**config.mk**
```make
export PLATFORM = sky130hd
export DESIGN_NAME = quad_sad_acc
export DESIGN_NICKNAME = d
export VERILOG_FILES = /design/src/rtl/sad_pkg.sv /design/src/rtl/sad_byte_funnel.sv /design/src/rtl/sad_abs_diff.sv /design/src/rtl/sad_lane_acc.sv /design/src/rtl/quad_sad_acc.sv
export SDC_FILE = /design/constraint.sdc
export NUM_CORES = 1
export LEC_CHECK = 0
export CAP_MARGIN = 20
export CORE_UTILIZATION = 35
export DETAILED_ROUTE_END_ITERATION = 8
export GPL_ROUTABILITY_DRIVEN = 0
export GPL_TIMING_DRIVEN = 0
export PLACE_DENSITY = 0.57
export REMOVE_ABC_BUFFERS = 1
export SYNTH_ARGS = -nofsm -noshare
export SYNTH_HDL_FRONTEND = slang
export SYNTH_SLANG_ARGS = --single-unit
```
**constraint.sdc**
```tcl
create_clock -name clk -period 4.9 [get_ports clk]
set_clock_uncertainty 0.05 [all_clocks]
set_input_delay 0.98 -clock clk [delete_from_list [all_inputs] [get_ports clk]]
set_output_delay 0.98 -clock clk [all_outputs]
set_load 0.01 [all_outputs]
```
**src/rtl/sad_pkg.sv**
```systemverilog
package sad_pkg;

    typedef enum logic [1:0] {
        LANE_HOLD  = 2'd0,
        LANE_CLEAR = 2'd1,
        LANE_ADD   = 2'd2
    } lane_op_e;

    // Clear wins over enable; otherwise accumulate when enabled.
    function automatic lane_op_e pick_op(input logic clr, input logic en);
        if (clr)
            return LANE_CLEAR;
        else if (en)
            return LANE_ADD;
        else
            return LANE_HOLD;
    endfunction

endpackage

```
**src/rtl/sad_byte_funnel.sv**
```systemverilog
module sad_byte_funnel #(
    parameter int SRC_W = 64,
    parameter int PIX_W = 8,
    parameter int LANES = 4,
    parameter int OFF_W = 2
) (
    input  logic [SRC_W-1:0]       word_i,
    input  logic [OFF_W-1:0]       off_i,
    output logic [LANES*PIX_W-1:0] pix_o
);
    localparam int OUT_W  = LANES * PIX_W;
    localparam int SH_W   = $clog2(SRC_W) + 1;

    logic [SRC_W-1:0] shifted_w;
    logic [SH_W-1:0]  shamt_w;

    always_comb begin
        shamt_w   = SH_W'(off_i) * SH_W'(PIX_W);
        shifted_w = word_i >> shamt_w;
        pix_o     = shifted_w[OUT_W-1:0];
    end

    // Offset zero must pass the low bytes straight through.
    always_comb begin
        if (off_i == '0)
            AST_FUNNEL_ZERO_OFF: assert (pix_o == word_i[OUT_W-1:0]);
    end

endmodule

```
**src/rtl/sad_abs_diff.sv**
```systemverilog
module sad_abs_diff #(
    parameter int PIX_W = 8
) (
    input  logic [PIX_W-1:0] a_i,
    input  logic [PIX_W-1:0] b_i,
    output logic [PIX_W-1:0] d_o
);
    always_comb begin
        if (a_i >= b_i)
            d_o = a_i - b_i;
        else
            d_o = b_i - a_i;
    end

    // A zero difference appears exactly when the two pixels match.
    always_comb begin
        AST_DIFF_ZERO_IFF_EQUAL: assert ((d_o == '0) == (a_i == b_i));
    end

endmodule

```
**src/rtl/sad_lane_acc.sv**
```systemverilog
module sad_lane_acc
    import sad_pkg::*;
#(
    parameter int PIX_W = 8,
    parameter int ACC_W = 16
) (
    input  logic             clk,
    input  logic             rst_n,
    input  lane_op_e         op_i,
    input  logic [PIX_W-1:0] diff_i,
    output logic [ACC_W-1:0] acc_o,
    output logic             ovf_o
);
    typedef struct packed {
        logic [ACC_W-1:0] acc;
        logic             ovf;
    } lane_state_t;

    lane_state_t    st_d, st_q;
    logic [ACC_W:0] sum_d;

    always_comb begin
        st_d  = st_q;
        sum_d = {1'b0, st_q.acc} + (ACC_W+1)'(diff_i);
        unique case (op_i)
            LANE_CLEAR: begin
                st_d.acc = '0;
                st_d.ovf = 1'b0;
            end
            LANE_ADD: begin
                st_d.acc = sum_d[ACC_W-1:0];
                st_d.ovf = st_q.ovf | sum_d[ACC_W];
            end
            default: ;
        endcase
    end

    always_ff @(posedge clk or negedge rst_n) begin
        if (!rst_n)
            st_q <= '0;
        else
            st_q <= st_d;
    end

    assign acc_o = st_q.acc;
    assign ovf_o = st_q.ovf;

    AST_IDLE_HOLDS: assert property (@(posedge clk) disable iff (!rst_n)
        op_i == LANE_HOLD |=> $stable(st_q));

    AST_CLEAR_ZEROES: assert property (@(posedge clk) disable iff (!rst_n)
        op_i == LANE_CLEAR |=> (acc_o == '0 && !ovf_o));

    AST_OVF_STICKY: assert property (@(posedge clk) disable iff (!rst_n)
        (ovf_o && op_i != LANE_CLEAR) |=> ovf_o);

    AST_ADD_STEP: assert property (@(posedge clk) disable iff (!rst_n)
        op_i == LANE_ADD |=> acc_o == ACC_W'($past(acc_o) + ACC_W'($past(diff_i))));

endmodule

```
**src/rtl/quad_sad_acc.sv**
```systemverilog
module quad_sad_acc
    import sad_pkg::*;
#(
    parameter int SRC_W = 64,
    parameter int PIX_W = 8,
    parameter int LANES = 4,
    parameter int ACC_W = 16,
    parameter int OFF_W = 2,
    localparam int SUM_W = ACC_W + $clog2(LANES)
) (
    input  logic                   clk,
    input  logic                   rst_n,
    input  logic                   clr_i,
    input  logic                   en_i,
    input  logic [SRC_W-1:0]       a_word_i,
    input  logic [SRC_W-1:0]       b_word_i,
    input  logic [OFF_W-1:0]       a_off_i,
    input  logic [OFF_W-1:0]       b_off_i,
    output logic [LANES*ACC_W-1:0] acc_o,
    output logic [LANES-1:0]       ovf_o,
    output logic [SUM_W-1:0]       sum_o
);
    localparam int PIX_BUS = LANES * PIX_W;

    logic [PIX_BUS-1:0] a_pix_w, b_pix_w;
    lane_op_e           op_w;

    assign op_w = pick_op(clr_i, en_i);

    sad_byte_funnel #(
        .SRC_W(SRC_W), .PIX_W(PIX_W), .LANES(LANES), .OFF_W(OFF_W)
    ) u_funnel_a (
        .word_i(a_word_i), .off_i(a_off_i), .pix_o(a_pix_w)
    );

    sad_byte_funnel #(
        .SRC_W(SRC_W), .PIX_W(PIX_W), .LANES(LANES), .OFF_W(OFF_W)
    ) u_funnel_b (
        .word_i(b_word_i), .off_i(b_off_i), .pix_o(b_pix_w)
    );

    for (genvar g = 0; g < LANES; g++) begin : g_lane
        logic [PIX_W-1:0] diff_w;

        sad_abs_diff #(.PIX_W(PIX_W)) u_diff (
            .a_i(a_pix_w[g*PIX_W +: PIX_W]),
            .b_i(b_pix_w[g*PIX_W +: PIX_W]),
            .d_o(diff_w)
        );

        sad_lane_acc #(.PIX_W(PIX_W), .ACC_W(ACC_W)) u_acc (
            .clk   (clk),
            .rst_n (rst_n),
            .op_i  (op_w),
            .diff_i(diff_w),
            .acc_o (acc_o[g*ACC_W +: ACC_W]),
            .ovf_o (ovf_o[g])
        );
    end

    always_comb begin
        sum_o = '0;
        for (int i = 0; i < LANES; i++)
            sum_o = sum_o + SUM_W'(acc_o[i*ACC_W +: ACC_W]);
    end

    AST_TOTAL_FLOOR: assert property (@(posedge clk) disable iff (!rst_n)
        sum_o >= SUM_W'(acc_o[ACC_W-1:0]));

    AST_CLEAR_TOTAL: assert property (@(posedge clk) disable iff (!rst_n)
        clr_i |=> (sum_o == '0 && ovf_o == '0));

endmodule

```
==> metrics.md <==
| Metric | Value |
|---|---|
| Seq cells post-synth | 68 |
| Ys async rst share | 1.00 |
| Synth area leaders | dfrtp_1 17%, ha_1 14%, mux2i_1 8.7% |
| Setup crit start | a_word_i[32] |
| Max Slew Vio Count | 0 |
| CP max FO | 7 |
| DR pass1 iterations | 5 |
| Hold path cells | 2 |
| Worst setup EP type | register |
| Sequential fraction of the synthesis area | 0.166 |
| Routed WL per cell | 18.0 um |
| Yosys warnings | 0 |
| Gate power share | 0.741 |
| Max IR drop VDD | 0.000258 V |
| Post-synth EDFFs | 0 |
| CTS tree | yes |
| Hold Path Class | register to register |
| Total GRT Usage | 0.211 |
| Final nets | 1729 |
| H-tree depth | 3 |
| PD cells | 423 nW/um2 |
| Vias | 9590 |
| Sw Ratio | 0.457 |
| R2r startpoint | g_lane[0].u_acc.acc_o[0]$_DFFE_PN0P_ |
| Die area | 30100 um2 |
| Area leader, netlist | dfrtp_1 |
| Die width | roughly 170 um |
| Dpl ws | -1240 ps |
| Drt drc | 0 |
| Vias per inst | 5.27 |
| Dpl hpwl | 25800 um |
| IO Pins | 222 |
| Post-synth cell types | 70 |
| DR iter-0 viols | between 400 and 500 |
| CP Launch Type | primary input |
| Worst Tran Pin Value | 1090 ps |
| Starting density of the core | 0.357 |
| Worst-path clk slew | 50 ps |
| Clk buf depth | 2 |
| Largest net degree at the start of global routing | 82 |
| TritonCTS Buffers | 9 |
| Met2 Track Usage GR | 0.353 |
| Crit path DAT | 4940 ps |
| Synthesized netlist cell count | 1215 |
| Antenna Nets Post-Route | 0 |
| Clock power frac | 0.118 |
| Clock Sinks | just under 70 |
| Area growth syn-to-layout | 38.0% |
| Share of the synthesized area in the top cell type | 0.166 |
| GR peak layer | met2 |
| Main synth FF type | dfrtp_1 |
| Pint | 3260 uW |
| Number of antenna diodes | 0 |
| DRT Wirelength | 32800 um |
| Critical Path RT | 5070 ps |
| Hold Startpoint | g_lane[1].u_acc.ovf_o$_DFFE_PN0P_ |
| Worst skew pair latency | 340 ps |
| Root buf cell | clkbuf_16 |
| Initial antenna violation count | 1 |
| Outcome | finished clean |
| Post-route setup slack | 135 ps |
| Slew margin rel. | 0.269 |
| Kind of critical path | primary input to register |
| Leakage | between 0.006 and 0.007 uW |
| Syn avg cell area | 8.46 um2 |
| Final Hold Viols | 0 |
| Placement Rows | 62 |
| Die Y | 173 um |
| Share of cells above drive strength 1 | 0.186 |
| Post-synthesis cell area | 10300 um2 |
| Max Clk Rate | 210 MHz |
| Total grt overflow | 0 |
| Switching pwr | 2740 uW |
| Final Core Density | 0.493 |
| Met1 Usage GRT | 0.297 |
| RSZ-0062 raised after global routing | true |
| Global-route wire length before repair | ~50000 um |
| Core area | 28800 um2 |
| Final Setup Violations | 0 |
| PortBufs | between 200 and 250 |
| Vias in the first global route | 9118 |
| Met3 Track Usage GR | 0.0241 |
| Tmin final | ~4800 ps |
| Seq pwr share | 0.140 |
| Reported max-cap violation count | 0 |
| Path depth of the worst reg2reg path | 9 |
| Period utilization | 0.973 |
==> power by group through the flow <==
stage | clock network (uW) | logic, uW | registers, uW
floorplan | 0 | 2370 | 830
global placement | 0 | 3660 | 856
detailed placement | 0 | 3690 | 858
CTS | 725 | 4010 | 850
global route | 743 | 4890 | 855
finish | 710 | 4440 | 840
==> worst paths after layout <==
path / slack, ps / to
max: 130 / g_lane[1].u_acc.acc_o[15]$_DFFE_PN0P_
min: 450 / g_lane[1].u_acc.ovf_o$_DFFE_PN0P_
max reg2reg: 2420 / g_lane[0].u_acc.ovf_o$_DFFE_PN0P_
min reg2reg: 450 / g_lane[1].u_acc.ovf_o$_DFFE_PN0P_
max in group asynchronous: 3780 / g_lane[1].u_acc.acc_o[1]$_DFFE_PN0P_
min in group asynchronous: 460 / g_lane[1].u_acc.acc_o[15]$_DFFE_PN0P_
==> logic make-up after synthesis <==
| kind of cell | after synthesis | synth area share |
|---|---|---|
| simple gates | 332 | 0.154 |
| fa+ha+maj | 161 | 0.228 |
| xor+xnor | 57 | 0.0486 |
| buf+inv | 156 | 0.0619 |
| mux | 135 | 0.144 |
| flops | 68 | 0.166 |
| compound gates | 306 | 0.198 |
==> synth_stat cells, types with 21 or more instances <==
| library cell | instances |
|---|---|
| mux2i_1 | 89 |
| inv_1 | 98 |
| dfrtp_1 | 68 |
| fa_1 | 44 |
| xor2_1 | 30 |
| o21a_1 | 23 |
| a21o_1 | 29 |
| mux2_2 | 38 |
| clkbuf_1 | 32 |
| nor2_1 | 66 |
| o21ai_0 | 67 |
| a21oi_1 | 82 |
| nand2_1 | 138 |
| xnor2_1 | 27 |
| a211oi_1 | 21 |
| ha_1 | 117 |
==> critical path: stages <==
cell and delay [ps]:
clkdlybuf4s50_1 450, mux2i_2 200, nand2_1 130, o21ai_4 120, ha_4 170, inv_1 50
fa_1 380, a21o_1 200, a211oi_2 260, o21ai_4 80, buf_12 140, mux2i_1 160
xor2_1 240, ha_1 300, and3_1 220, and3_4 210, o31ai_2 260, mux2_2 360
==> stage by stage <==
step | TNS, ps | total power [uW] | std cells | hold WS [ps] | cell area, um2
floorplan | 0 | 3200 | 1157 | 479 | 10000
finish | 0 | 5990 | 1821 | 446 | 14200
detailed placement | -48470 | 4550 | 1750 | 434 | 12600
global placement | -137030 | 4510 | 1746 | 436 | 12500
global route | -221 | 6490 | 1821 | 460 | 14200
CTS | -5.03 | 5580 | 1785 | 446 | 13400
==> metal layers <==
metal / up-vias / routed length, um
met4: 2 / 287
met1: 4615 / 15400
met2: 204 / 15900
met5: - / 9
li1: 4747 / -
met3: 22 / 1240
==> placed cells by master (no fill, tap or decap), types with 13 or more instances in the layout <==
master             n
clkdlybuf4s50_1  186
nand2_1          135
inv_1             93
ha_1              91
mux2i_1           80
nor2_1            66
a21oi_1           65
dfrtp_1           56
buf_4             52
o21ai_0           45
fa_1              38
mux2_2            33
a21o_1            29
xnor2_1           26
xor2_1            25
a211oi_1          20
o21a_1            20
nor2b_1           16
nand3_1           16
o21ai_1           15
and3_1            15
ha_2              14
a21oi_2           13
==> flip-flops by register name, indices dropped and copies added (netlist names) <==
name                count
g_lane.u_acc.acc_o     64
g_lane.u_acc.ovf_o      4
==> final cells by class <==
type | instances | area (um2)
inverters | 98 | 375
fillers | 2698 | 14600
clock buffers | 11 | 243
well taps | 384 | 480
flip-flops and latches | 68 | 1720
multi-input cells | 991 | 8630
clock inverters | 5 | 75.1
repair buffers | 264 | 2660
==> timing repair <==
item                                    in CTS  in global routing
setup buffers                               16                 38
hold buffers                                 0                  0
endpoints found under the hold margin        0                  0
endpoints found under the setup margin      62                 55
cloned                                       3                  0
resized for setup                           81                127
pin swaps                                   16                 56
(Power assumes the default switching activity.)
